## src/rtl/glitch_pkg.sv

```systemverilog
package glitch_pkg;

  localparam int ARG_W = 16;

  typedef enum logic [7:0] {
    OP_SET_DELAY = 8'h01,
    OP_SET_WIDTH = 8'h02,
    OP_RUN       = 8'h03,
    OP_TGT_RESET = 8'h04,
    OP_SWEEP     = 8'h05,
    OP_STOP      = 8'h06
  } opcode_e;

  typedef struct packed {
    opcode_e          op;
    logic [ARG_W-1:0] arg;
  } cmd_t;

  typedef enum logic [1:0] {
    PS_OP,
    PS_LO,
    PS_HI
  } parse_state_e;

  typedef enum logic [1:0] {
    AS_IDLE,
    AS_RESET,
    AS_DELAY,
    AS_PULSE
  } att_state_e;

endpackage

```

## src/rtl/glitch_cmd_rx.sv

```systemverilog
module glitch_cmd_rx
  import glitch_pkg::*;
(
  input  logic       clk,
  input  logic       rst_n,
  input  logic       byte_vld_i,
  input  logic [7:0] byte_i,
  output logic       cmd_vld_o,
  output cmd_t       cmd_o
);

  parse_state_e state_q, state_d;
  opcode_e      op_q, op_d;
  logic [7:0]   lo_q, lo_d;
  logic         vld_q, vld_d;
  cmd_t         cmd_q, cmd_d;

  always_comb begin
    state_d = state_q;
    op_d    = op_q;
    lo_d    = lo_q;
    vld_d   = 1'b0;
    cmd_d   = cmd_q;
    if (byte_vld_i) begin
      unique case (state_q)
        PS_OP: begin
          case (byte_i)
            OP_SET_DELAY, OP_SET_WIDTH, OP_SWEEP: begin
              op_d    = opcode_e'(byte_i);
              state_d = PS_LO;
            end
            OP_RUN, OP_TGT_RESET, OP_STOP: begin
              vld_d     = 1'b1;
              cmd_d.op  = opcode_e'(byte_i);
              cmd_d.arg = '0;
            end
            default: ;
          endcase
        end
        PS_LO: begin
          lo_d    = byte_i;
          state_d = PS_HI;
        end
        PS_HI: begin
          vld_d     = 1'b1;
          cmd_d.op  = op_q;
          cmd_d.arg = {byte_i, lo_q};
          state_d   = PS_OP;
        end
        default: state_d = PS_OP;
      endcase
    end
  end

  always_ff @(posedge clk or negedge rst_n) begin
    if (!rst_n) begin
      state_q <= PS_OP;
      op_q    <= OP_RUN;
      lo_q    <= '0;
      vld_q   <= 1'b0;
      cmd_q   <= '{op: OP_RUN, arg: '0};
    end else begin
      state_q <= state_d;
      vld_q   <= vld_d;
      if (byte_vld_i) begin
        op_q  <= op_d;
        lo_q  <= lo_d;
        cmd_q <= cmd_d;
      end
    end
  end

  assign cmd_vld_o = vld_q;
  assign cmd_o     = cmd_q;

  AST_CMD_LEGAL: assert property (@(posedge clk) disable iff (!rst_n)
    cmd_vld_o |-> (cmd_o.op inside {OP_SET_DELAY, OP_SET_WIDTH, OP_RUN,
                                    OP_TGT_RESET, OP_SWEEP, OP_STOP}));

  AST_ARG_AFTER_OP: assert property (@(posedge clk) disable iff (!rst_n)
    (cmd_vld_o && (cmd_o.op inside {OP_SET_DELAY, OP_SET_WIDTH, OP_SWEEP}))
      |-> $past(state_q) == PS_HI);

endmodule

```

## src/rtl/glitch_attempt.sv

```systemverilog
module glitch_attempt
  import glitch_pkg::*;
#(
  parameter int RST_HOLD = 1024
) (
  input  logic             clk,
  input  logic             rst_n,
  input  logic             launch_i,
  input  logic             rst_only_i,
  input  logic [ARG_W-1:0] delay_i,
  input  logic [ARG_W-1:0] width_i,
  input  logic             abort_i,
  output logic             tgt_rst_n_o,
  output logic             glitch_o,
  output logic             busy_o,
  output logic             done_o,
  output logic [ARG_W-1:0] done_delay_o,
  output logic [ARG_W-1:0] done_width_o
);

  localparam int HOLD_W = $clog2(RST_HOLD + 1);
  localparam int CNT_W  = (HOLD_W > ARG_W) ? HOLD_W : ARG_W;
  localparam logic [CNT_W-1:0] CNT_ONE  = CNT_W'(1);
  localparam logic [CNT_W-1:0] CNT_HOLD = CNT_W'(RST_HOLD - 1);

  att_state_e       state_q, state_d;
  logic [CNT_W-1:0] cnt_q, cnt_d;
  logic [ARG_W-1:0] dly_q, dly_d;
  logic [ARG_W-1:0] wid_q, wid_d;
  logic             ronly_q, ronly_d;
  logic             done_q, done_d;
  logic             cnt_zero;

  assign cnt_zero = (cnt_q == '0);

  always_comb begin
    state_d = state_q;
    cnt_d   = cnt_q;
    dly_d   = dly_q;
    wid_d   = wid_q;
    ronly_d = ronly_q;
    done_d  = 1'b0;
    unique case (state_q)
      AS_IDLE: begin
        if (launch_i) begin
          state_d = AS_RESET;
          cnt_d   = CNT_HOLD;
          dly_d   = delay_i;
          wid_d   = width_i;
          ronly_d = rst_only_i;
        end
      end
      AS_RESET: begin
        if (cnt_zero) begin
          if (ronly_q) begin
            state_d = AS_IDLE;
          end else begin
            state_d = AS_DELAY;
            cnt_d   = CNT_W'(dly_q);
          end
        end else begin
          cnt_d = cnt_q - CNT_ONE;
        end
      end
      AS_DELAY: begin
        if (cnt_zero) begin
          if (wid_q == '0) begin
            state_d = AS_IDLE;
            done_d  = 1'b1;
          end else begin
            state_d = AS_PULSE;
            cnt_d   = CNT_W'(wid_q) - CNT_ONE;
          end
        end else begin
          cnt_d = cnt_q - CNT_ONE;
        end
      end
      AS_PULSE: begin
        if (cnt_zero) begin
          state_d = AS_IDLE;
          done_d  = 1'b1;
        end else begin
          cnt_d = cnt_q - CNT_ONE;
        end
      end
      default: state_d = AS_IDLE;
    endcase
    if (abort_i) begin
      state_d = AS_IDLE;
      done_d  = 1'b0;
    end
  end

  always_ff @(posedge clk or negedge rst_n) begin
    if (!rst_n) begin
      state_q <= AS_IDLE;
      cnt_q   <= '0;
      dly_q   <= '0;
      wid_q   <= '0;
      ronly_q <= 1'b0;
      done_q  <= 1'b0;
    end else begin
      state_q <= state_d;
      cnt_q   <= cnt_d;
      done_q  <= done_d;
      if (launch_i && (state_q == AS_IDLE)) begin
        dly_q   <= dly_d;
        wid_q   <= wid_d;
        ronly_q <= ronly_d;
      end
    end
  end

  assign tgt_rst_n_o  = (state_q != AS_RESET);
  assign glitch_o     = (state_q == AS_PULSE);
  assign busy_o       = (state_q != AS_IDLE);
  assign done_o       = done_q;
  assign done_delay_o = dly_q;
  assign done_width_o = wid_q;

  AST_ABORT_CLEARS: assert property (@(posedge clk) disable iff (!rst_n)
    abort_i |=> (!glitch_o && tgt_rst_n_o && !done_o));

  AST_DONE_SINGLE: assert property (@(posedge clk) disable iff (!rst_n)
    done_o |=> !done_o);

  AST_NO_ZERO_PULSE: assert property (@(posedge clk) disable iff (!rst_n)
    $rose(glitch_o) |-> (wid_q != '0));

  AST_PULSE_AFTER_DELAY: assert property (@(posedge clk) disable iff (!rst_n)
    $rose(glitch_o) |-> ($past(state_q) == AS_DELAY));

  AST_PULSE_ENDS_DONE: assert property (@(posedge clk) disable iff (!rst_n)
    $fell(glitch_o) |-> (done_o || $past(abort_i)));

  AST_HOLD_FROM_LAUNCH: assert property (@(posedge clk) disable iff (!rst_n)
    $fell(tgt_rst_n_o) |-> $past(launch_i));

endmodule

```

## src/rtl/glitch_campaign.sv

```systemverilog
module glitch_campaign
  import glitch_pkg::*;
(
  input  logic             clk,
  input  logic             rst_n,
  input  logic             cmd_vld_i,
  input  cmd_t             cmd_i,
  input  logic             att_busy_i,
  input  logic             att_done_i,
  output logic             launch_o,
  output logic             rst_only_o,
  output logic [ARG_W-1:0] delay_o,
  output logic [ARG_W-1:0] width_o,
  output logic             abort_o,
  output logic             busy_o
);

  localparam logic [ARG_W-1:0] ARG_ONE = ARG_W'(1);

  logic [ARG_W-1:0] dcfg_q, dcfg_d;
  logic [ARG_W-1:0] wcfg_q, wcfg_d;
  logic [ARG_W-1:0] cur_d_q, cur_d_d;
  logic [ARG_W-1:0] cur_w_q, cur_w_d;
  logic [ARG_W-1:0] end_d_q, end_d_d;
  logic [ARG_W-1:0] wmax_q, wmax_d;
  logic             sweep_q, sweep_d;
  logic             launch_q, launch_d;
  logic             ronly_q, ronly_d;
  logic             busy_all;
  logic             accept;
  logic             stop_cmd;

  assign busy_all = att_busy_i | sweep_q | launch_q;
  assign stop_cmd = cmd_vld_i && (cmd_i.op == OP_STOP);
  assign accept   = cmd_vld_i && !busy_all;

  always_comb begin
    dcfg_d   = dcfg_q;
    wcfg_d   = wcfg_q;
    cur_d_d  = cur_d_q;
    cur_w_d  = cur_w_q;
    end_d_d  = end_d_q;
    wmax_d   = wmax_q;
    sweep_d  = sweep_q;
    ronly_d  = ronly_q;
    launch_d = 1'b0;
    if (stop_cmd) begin
      sweep_d = 1'b0;
    end else if (accept) begin
      unique case (cmd_i.op)
        OP_SET_DELAY: dcfg_d = cmd_i.arg;
        OP_SET_WIDTH: wcfg_d = cmd_i.arg;
        OP_RUN: begin
          cur_d_d  = dcfg_q;
          cur_w_d  = wcfg_q;
          ronly_d  = 1'b0;
          launch_d = 1'b1;
        end
        OP_TGT_RESET: begin
          ronly_d  = 1'b1;
          launch_d = 1'b1;
        end
        OP_SWEEP: begin
          cur_d_d  = dcfg_q;
          cur_w_d  = ARG_ONE;
          end_d_d  = cmd_i.arg;
          wmax_d   = (wcfg_q == '0) ? ARG_ONE : wcfg_q;
          sweep_d  = 1'b1;
          ronly_d  = 1'b0;
          launch_d = 1'b1;
        end
        default: ;
      endcase
    end else if (att_done_i && sweep_q) begin
      if (cur_w_q < wmax_q) begin
        cur_w_d  = cur_w_q + ARG_ONE;
        launch_d = 1'b1;
      end else if (cur_d_q < end_d_q) begin
        cur_d_d  = cur_d_q + ARG_ONE;
        cur_w_d  = ARG_ONE;
        launch_d = 1'b1;
      end else begin
        sweep_d = 1'b0;
      end
    end
  end

  always_ff @(posedge clk or negedge rst_n) begin
    if (!rst_n) begin
      dcfg_q   <= '0;
      wcfg_q   <= '0;
      cur_d_q  <= '0;
      cur_w_q  <= '0;
      end_d_q  <= '0;
      wmax_q   <= ARG_ONE;
      sweep_q  <= 1'b0;
      launch_q <= 1'b0;
      ronly_q  <= 1'b0;
    end else begin
      sweep_q  <= sweep_d;
      launch_q <= launch_d;
      if (accept || (att_done_i && sweep_q)) begin
        dcfg_q  <= dcfg_d;
        wcfg_q  <= wcfg_d;
        cur_d_q <= cur_d_d;
        cur_w_q <= cur_w_d;
        end_d_q <= end_d_d;
        wmax_q  <= wmax_d;
        ronly_q <= ronly_d;
      end
    end
  end

  assign launch_o   = launch_q;
  assign rst_only_o = ronly_q;
  assign delay_o    = cur_d_q;
  assign width_o    = cur_w_q;
  assign abort_o    = stop_cmd;
  assign busy_o     = busy_all;

  AST_SWEEP_WIDTH_BOUND: assert property (@(posedge clk) disable iff (!rst_n)
    sweep_q |-> ((cur_w_q >= ARG_ONE) && (cur_w_q <= wmax_q)));

  AST_LAUNCH_WHEN_IDLE: assert property (@(posedge clk) disable iff (!rst_n)
    launch_o |-> !att_busy_i);

  AST_BUSY_KEEPS_DELAY: assert property (@(posedge clk) disable iff (!rst_n)
    (cmd_vld_i && busy_all) |=> ($stable(dcfg_q) && $stable(wcfg_q)));

  AST_BUSY_NO_RESTART: assert property (@(posedge clk) disable iff (!rst_n)
    (cmd_vld_i && att_busy_i && !att_done_i) |=> !launch_o);

endmodule

```

## src/rtl/glitch_timing_ctrl.sv

```systemverilog
module glitch_timing_ctrl
  import glitch_pkg::*;
#(
  parameter int RST_HOLD = 1024
) (
  input  logic        clk,
  input  logic        rst_n,
  input  logic        rx_valid_i,
  input  logic [7:0]  rx_data_i,
  output logic        tgt_rst_n_o,
  output logic        glitch_sel_o,
  output logic        busy_o,
  output logic        done_o,
  output logic [15:0] done_delay_o,
  output logic [15:0] done_width_o
);

  logic             cmd_vld;
  cmd_t             cmd;
  logic             launch;
  logic             rst_only;
  logic [ARG_W-1:0] run_delay;
  logic [ARG_W-1:0] run_width;
  logic             abort;
  logic             att_busy;
  logic             att_done;

  glitch_cmd_rx u_cmd_rx (
    .clk        (clk),
    .rst_n      (rst_n),
    .byte_vld_i (rx_valid_i),
    .byte_i     (rx_data_i),
    .cmd_vld_o  (cmd_vld),
    .cmd_o      (cmd)
  );

  glitch_campaign u_campaign (
    .clk        (clk),
    .rst_n      (rst_n),
    .cmd_vld_i  (cmd_vld),
    .cmd_i      (cmd),
    .att_busy_i (att_busy),
    .att_done_i (att_done),
    .launch_o   (launch),
    .rst_only_o (rst_only),
    .delay_o    (run_delay),
    .width_o    (run_width),
    .abort_o    (abort),
    .busy_o     (busy_o)
  );

  glitch_attempt #(
    .RST_HOLD (RST_HOLD)
  ) u_attempt (
    .clk          (clk),
    .rst_n        (rst_n),
    .launch_i     (launch),
    .rst_only_i   (rst_only),
    .delay_i      (run_delay),
    .width_i      (run_width),
    .abort_i      (abort),
    .tgt_rst_n_o  (tgt_rst_n_o),
    .glitch_o     (glitch_sel_o),
    .busy_o       (att_busy),
    .done_o       (att_done),
    .done_delay_o (done_delay_o),
    .done_width_o (done_width_o)
  );

  assign done_o = att_done;

  AST_GLITCH_IMPLIES_BUSY: assert property (@(posedge clk) disable iff (!rst_n)
    (glitch_sel_o || !tgt_rst_n_o) |-> busy_o);

endmodule

```

## config.mk

```make
export PLATFORM = sky130hd
export DESIGN_NAME = glitch_timing_ctrl
export DESIGN_NICKNAME = d
export VERILOG_FILES = /design/src/rtl/glitch_pkg.sv /design/src/rtl/glitch_cmd_rx.sv /design/src/rtl/glitch_attempt.sv /design/src/rtl/glitch_campaign.sv /design/src/rtl/glitch_timing_ctrl.sv
export SDC_FILE = /design/constraint.sdc
export NUM_CORES = 1
export LEC_CHECK = 0
export BUFFER_PORTS_ARGS = -buffer_cell sky130_fd_sc_hd__buf_2
export CELL_PAD_IN_SITES_DETAIL_PLACEMENT = 1
export CELL_PAD_IN_SITES_GLOBAL_PLACEMENT = 1
export CORE_MARGIN = 3
export CORE_UTILIZATION = 50
export DETAILED_ROUTE_END_ITERATION = 10
export PLACE_DENSITY_LB_ADDON = 0.2
export REMOVE_ABC_BUFFERS = 1
export SYNTH_ARGS = -nofsm -noshare
export SYNTH_HDL_FRONTEND = slang
export SYNTH_SLANG_ARGS = --single-unit
```

## constraint.sdc

```tcl
create_clock -name clk -period 2.6 [get_ports clk]
set_input_delay 0.26 -clock clk [delete_from_list [all_inputs] [get_ports clk]]
set_output_delay 0.26 -clock clk [all_outputs]
set_load 0.01 [all_outputs]
```

Yosys cells after proc, flatten, opt, wreduce, memory -nomap -nowiden
Index checks and enable logic that the tools add are counted.
Operators by class
  add/sub/neg operators: 4
  $lt $le $gt $ge: 2
  eq/ne operators: 34
  mux-type cells: 51
  bitwise logic cells: 3
  reductions and logical operators: 36
Operators with widths (number)
  $mux 16: 16
  $pmux 16 s4: 1
  $eq 8x3->1 const B: 6
  $logic_not 16->1: 3
  $pmux 24 s2: 1
  $add 16x1->16 const B: 2
  $eq 8x2->1 const B: 4
  $lt 16x16->1: 2
  $pmux 16 s2: 1
  $sub 16x1->16 const B: 2
  $reduce_and 4->1: 7
  $mux 24: 1
  $mux 1: 18
  $eq 8x1->1 const B: 2
  $mux 2: 8
  $ne 3x3->1 const B: 5
  $ne 3x2->1 const B: 4
  $ne 2x2->1 const B: 5
  $reduce_bool 2->1: 5
  $reduce_and 3->1: 3
  $reduce_or 3->1: 3
  $pmux 2 s4: 1
  $eq 2x2->1 const B: 3
  $pmux 1 s2: 3
  other kinds (15): 24
Storage, ports and cells
  flip-flop bits (word level): 194
  bits of input ports: 11
  output and inout bits: 36

Longest topological paths before layout
  word-level depth: 7
  depth in mapped cells: 11
  mapped depth without buffers: 9

By module
From an unflattened synthesis, not the netlist that was laid out.
Second synthesis, totals
  cell total of the unflattened synthesis: 962
  area total of the unflattened synthesis: 10102.2 sq um
By module, submodules not included
  glitch_campaign: times used 1, cells an instance 553, area an instance 5459.0 sq um, sequential area each 2478.6 sq um
  glitch_attempt: times used 1, cells an instance 293, area an instance 2914.0 sq um, sequential area each 1301.2 sq um
  glitch_cmd_rx: times used 1, cells an instance 116, area an instance 1729.2 sq um, sequential area each 1081.0 sq um

Least setup slack after synthesis
OpenSTA, ideal clock, no wires.
  kind: register -> register
  from: register u_campaign.cur_d_q[9], in the netlist u_campaign.delay_o[9]
  to: register u_campaign.cur_w_q[0], in the netlist u_campaign.width_o[0]
  setup time: 0.125 ns
  data arrival time: 2.280 ns
  path slack: 0.195 ns
  stages on the path, launching flop included: 9
  clock period less this slack: 2.405 ns
  path through: dfrtp_1 ha_1 a21oi_1 o21ai_0 a221oi_1 o31a_2 o21ai_2 a21oi_2 mux2_2
On the way
  word-level cells in the longest chain between the ends: 3
Ends and longest elaborated chain
  start: declaration: line glitch_campaign.sv:22  | logic [ARG_W-1:0] cur_d_q, cur_d_d;
  start signal: assignment: line glitch_campaign.sv:105  | cur_d_q <= cur_d_d;
  $lt 16x16->1: line glitch_campaign.sv:78  | end else if (cur_d_q < end_d_q) begin
  $reduce_bool 3->1 (no source line)
  $reduce_and 5->1 (no source line)
  end signal: assignment: line glitch_campaign.sv:106  | cur_w_q <= cur_w_d;
  end: declaration: line glitch_campaign.sv:23  | logic [ARG_W-1:0] cur_w_q, cur_w_d;
Every way passes these cells.
A chain may end at the register's enable or synchronous reset.

Final worst setup path
  from: register u_attempt.state_q[1]
  to: register u_campaign.cur_w_q[4], in the netlist u_campaign.width_o[4]
On the way
  word-level cells in the longest chain between the ends: 7
Ends and longest elaborated chain
  start: declaration: line glitch_attempt.sv:26  | att_state_e state_q, state_d;
  start signal: assignment: line glitch_attempt.sv:103  | state_q <= state_d;
  $reduce_bool 2->1 *: line glitch_attempt.sv:116  | assign busy_o = (state_q != AS_IDLE);
  $or 1x1->1 * (2 in a row): line glitch_campaign.sv:33  | assign busy_all = att_busy_i | sweep_q | launch_q;
  $logic_not 1->1 *: line glitch_campaign.sv:35  | assign accept = cmd_vld_i && !busy_all;
  $logic_and 1x1->1 *: line glitch_campaign.sv:35
  $ne 3x3->1 (no source line), or another cell as far along
  $reduce_and 5->1 (no source line)
Every way passes the cells marked *; elsewhere a longest branch is shown, timed or not.

==> results.cfg <==
[setup_path]
cp.arrival_ps = 2900
crit_path_start_kind = register
reg2regPathDepth = 9
critPathMaxFanout = 9
critPathKind = reg2reg
cp-end-kind = register
required_ps = 2950

[place]
dp_hpwl_mm = 20.9
gp_congestion = 0.883
io_buffers = 46
dp_slack_ps = 75.5
post_dp_cell_area_um2 = 11000

[grt]
gr-total-overflow = 0
grt_pass1_vias = 8267
grt_max_degree = 71
grt_pass1_wl_mm = 46.9
track_usage_pct = 27.3
antenna_found_initial = 0

[routing]
route.vias.total = 8009
postRouteAntennaNets = 0
drt_iter0_markers = 562
dr_wl_met2_mm = 14.7
drc = 0
routed_via_density = 6.10
avgRoutedWirePerCell_um = 22.3
wl_met3_mm = 1.21
m1WireLength_mm = 12.9
wl_mm = 29.3
drt_pre_antenna_iters = 7
highest_layer = met4

[layout]
final_cell_area_um2 = 11800
multi_input_area_um2 = 4910
fill_cells = 2124
antennaDiodeCount = 0
area_delta_synth_final_pct = 16.1
nets = 1081
post-route-util_pct = 59.8
drive_gt1_share_pct = 28.2
regArea_um2 = 4860
final_cell_mix = 188 x dfrtp_1, 94 x mux2_2, 84 x nand2_1, 68 x buf_4, 48 x nor2_1
layout_commonest_cell = dfrtp_1

[status]
outcome = finished clean

[floorplanning]
fp.dieW_um = 148
ios = 47
initial_core_util_pct = 51.5
die_h_um = 148
die_area_um2 = 22000
core_region_area_um2 = 19700
num_rows = 51

[timing]
slew_headroom_pct = 57.4
finClkSkew_ps = 8.70
final.period_utilization_pct = 98.0
fin_setup_tns_ps = 0
rsz0062_at_grt = no
fmax_mhz = 392
setup_viol = 0
hold_viol_final = 0
min_period_ps = 2550
worst_slack_ps = 50.7
tightest_slew_ps = 639
slew_violations = 0

[hold_path]
worst_hold_path_type = in2reg
min_path_cells = 2

[cts]
clock-root-buffer = clkbuf_16
cts_tree = done
clk_pin_slew_ps = 80
clock_path_buffers = 2
clock_latency_ps = 440
cts.sinks = 194
cts-buffers-inserted = 17
cts_max_level = 4

[synthesis]
synth_warnings = 0
ys_types = 83
yosysSeqAreaShare_pct = 48.0
synth-main-ff-cell = dfrtp_1
netlist_instances = 938
synth_area_per_cell_um2 = 10.8
syn_area_um2 = 10100
ys_ff_latch = 194
async_flop_share_pct = 100
synth_edf_count = 0

[power]
powerDensity_nw_per_um2 = 690
p_leak_uw = 0.00550
peakVddDrop_uv = 467
power_uw = 8110

[job]
maxCapViolations = 0
-- metal layers --
layer / track usage [%] / vias up
met1: 36.6 / 4124
met3: 3.35 / 39
met4: 8.18 / 0
li1: - / 3621
met5: 0 / -
met2: 46.7 / 225
-- power by group --
group          leakage [uW]  internal (uW)  switching, uW
combinational       0.00259            722            976
clock              0.000300           1410           1300
sequential          0.00261           3330            365
-- kinds of logic after synthesis --
kind of cell	count (synthesis)	synth area share, %
AO/OA/AOI/OAI	207	14.7
buffers and inverters	91	3.97
multiplexers	117	12.9
AND/OR/NAND/NOR	273	14.2
adder cells (fa/ha/maj)	37	4.59
flip-flops	194	48.0
XOR/XNOR	19	1.64
-- stage by stage --
| step | cells | hold slack (ps) |
|---|---|---|
| final | 1312 | 16.2 |
| after global placement | 1276 | 332 |
| after CTS | 1309 | 4.20 |
| after global routing | 1312 | 33.9 |
| after floorplan | 895 | -35.6 |
| after detailed placement | 1276 | 329 |
-- repair_timing --
action / 4_1_cts / 5_1_grt
setup endpoints to repair: 3 / 28
hold buffers: 1 / 0
buffers inserted: 0 / 3
hold endpoints to repair: 65 / 0
gates cloned: 0 / 0
pin swaps: 0 / 5
resized for setup: 1 / 13
-- worst max-delay path, stage by stage, from the launching register on --
cell	delay [ps]
dfrtp_1	410
nor4_4	500
inv_2	80
nand2_1	120
o2111a_1	500
nor2_1	160
nand3_2	170
nand2_1	120
buf_4	200
o2bb2ai_1	190
-- registers in the layout, indices dropped and copies added (netlist names), 2 cells and up --
| register | cells |
|---|---|
| u_campaign.width_o | 16 |
| u_campaign.delay_o | 16 |
| u_cmd_rx.cmd_o | 24 |
| u_attempt.done_delay_o | 16 |
| u_campaign.end_d_q | 16 |
| u_campaign.dcfg_q | 16 |
| u_cmd_rx.op_q | 8 |
| u_attempt.cnt_q | 16 |
| u_attempt.done_width_o | 16 |
| u_campaign.wmax_q | 16 |
| u_campaign.wcfg_q | 16 |
| u_attempt.state_q | 2 |
| u_cmd_rx.lo_q | 8 |
| u_cmd_rx.state_q | 2 |
-- final cells by class --
class | count | share of cell area, %
timing repair buffer | 120 | 7.24
clock inverter | 14 | 1.47
sequential | 194 | 41.4
inverter | 48 | 1.53
tap | 265 | 2.82
clock buffer | 18 | 3.74
multi-input combinational | 653 | 41.8
-- worst paths after layout --
path                                 startpoint                    end  slack, ps
hold reg to reg            u_campaign.wmax_q[0]   u_campaign.wmax_q[0]        480
hold / removal                       rx_valid_i    u_cmd_rx.state_q[1]         20
setup / recovery           u_attempt.state_q[1]  u_campaign.width_o[4]         50
setup reg to reg           u_attempt.state_q[1]  u_campaign.width_o[4]         50
min in group asynchronous                 rst_n     u_attempt.cnt_q[8]        390
max in group asynchronous                 rst_n  u_campaign.width_o[4]       1480
-- synthesized netlist by cell type (6+ instances only) --
| master | count | area [um^2] |
|---|---|---|
| mux2i_1 | 10 | 100 |
| xor2_1 | 10 | 87.6 |
| nand2_1 | 86 | 323 |
| nand3_1 | 25 | 125 |
| mux2_2 | 94 | 1060 |
| a211oi_1 | 10 | 75.1 |
| a221oi_1 | 6 | 52.6 |
| o2bb2ai_1 | 11 | 96.3 |
| dfrtp_1 | 189 | 4730 |
| nor2_1 | 49 | 184 |
| nor4_1 | 9 | 56.3 |
| nor2b_1 | 11 | 68.8 |
| o21ai_1 | 13 | 65.1 |
| mux2_1 | 13 | 146 |
| a21oi_1 | 37 | 185 |
| and2_1 | 6 | 37.5 |
| inv_1 | 47 | 176 |
| ha_1 | 36 | 450 |
| nor3_1 | 21 | 105 |
| o31ai_1 | 11 | 82.6 |
| clkbuf_1 | 18 | 67.6 |
| buf_4 | 7 | 52.6 |
| and3_1 | 11 | 68.8 |
| or3_1 | 9 | 56.3 |
| buf_2 | 15 | 75.1 |
| nand4_1 | 9 | 56.3 |
| a22o_1 | 19 | 166 |
| a311oi_1 | 9 | 78.8 |
| xnor2_1 | 9 | 78.8 |
| o21ai_0 | 40 | 200 |
(Power assumes the default switching activity.)
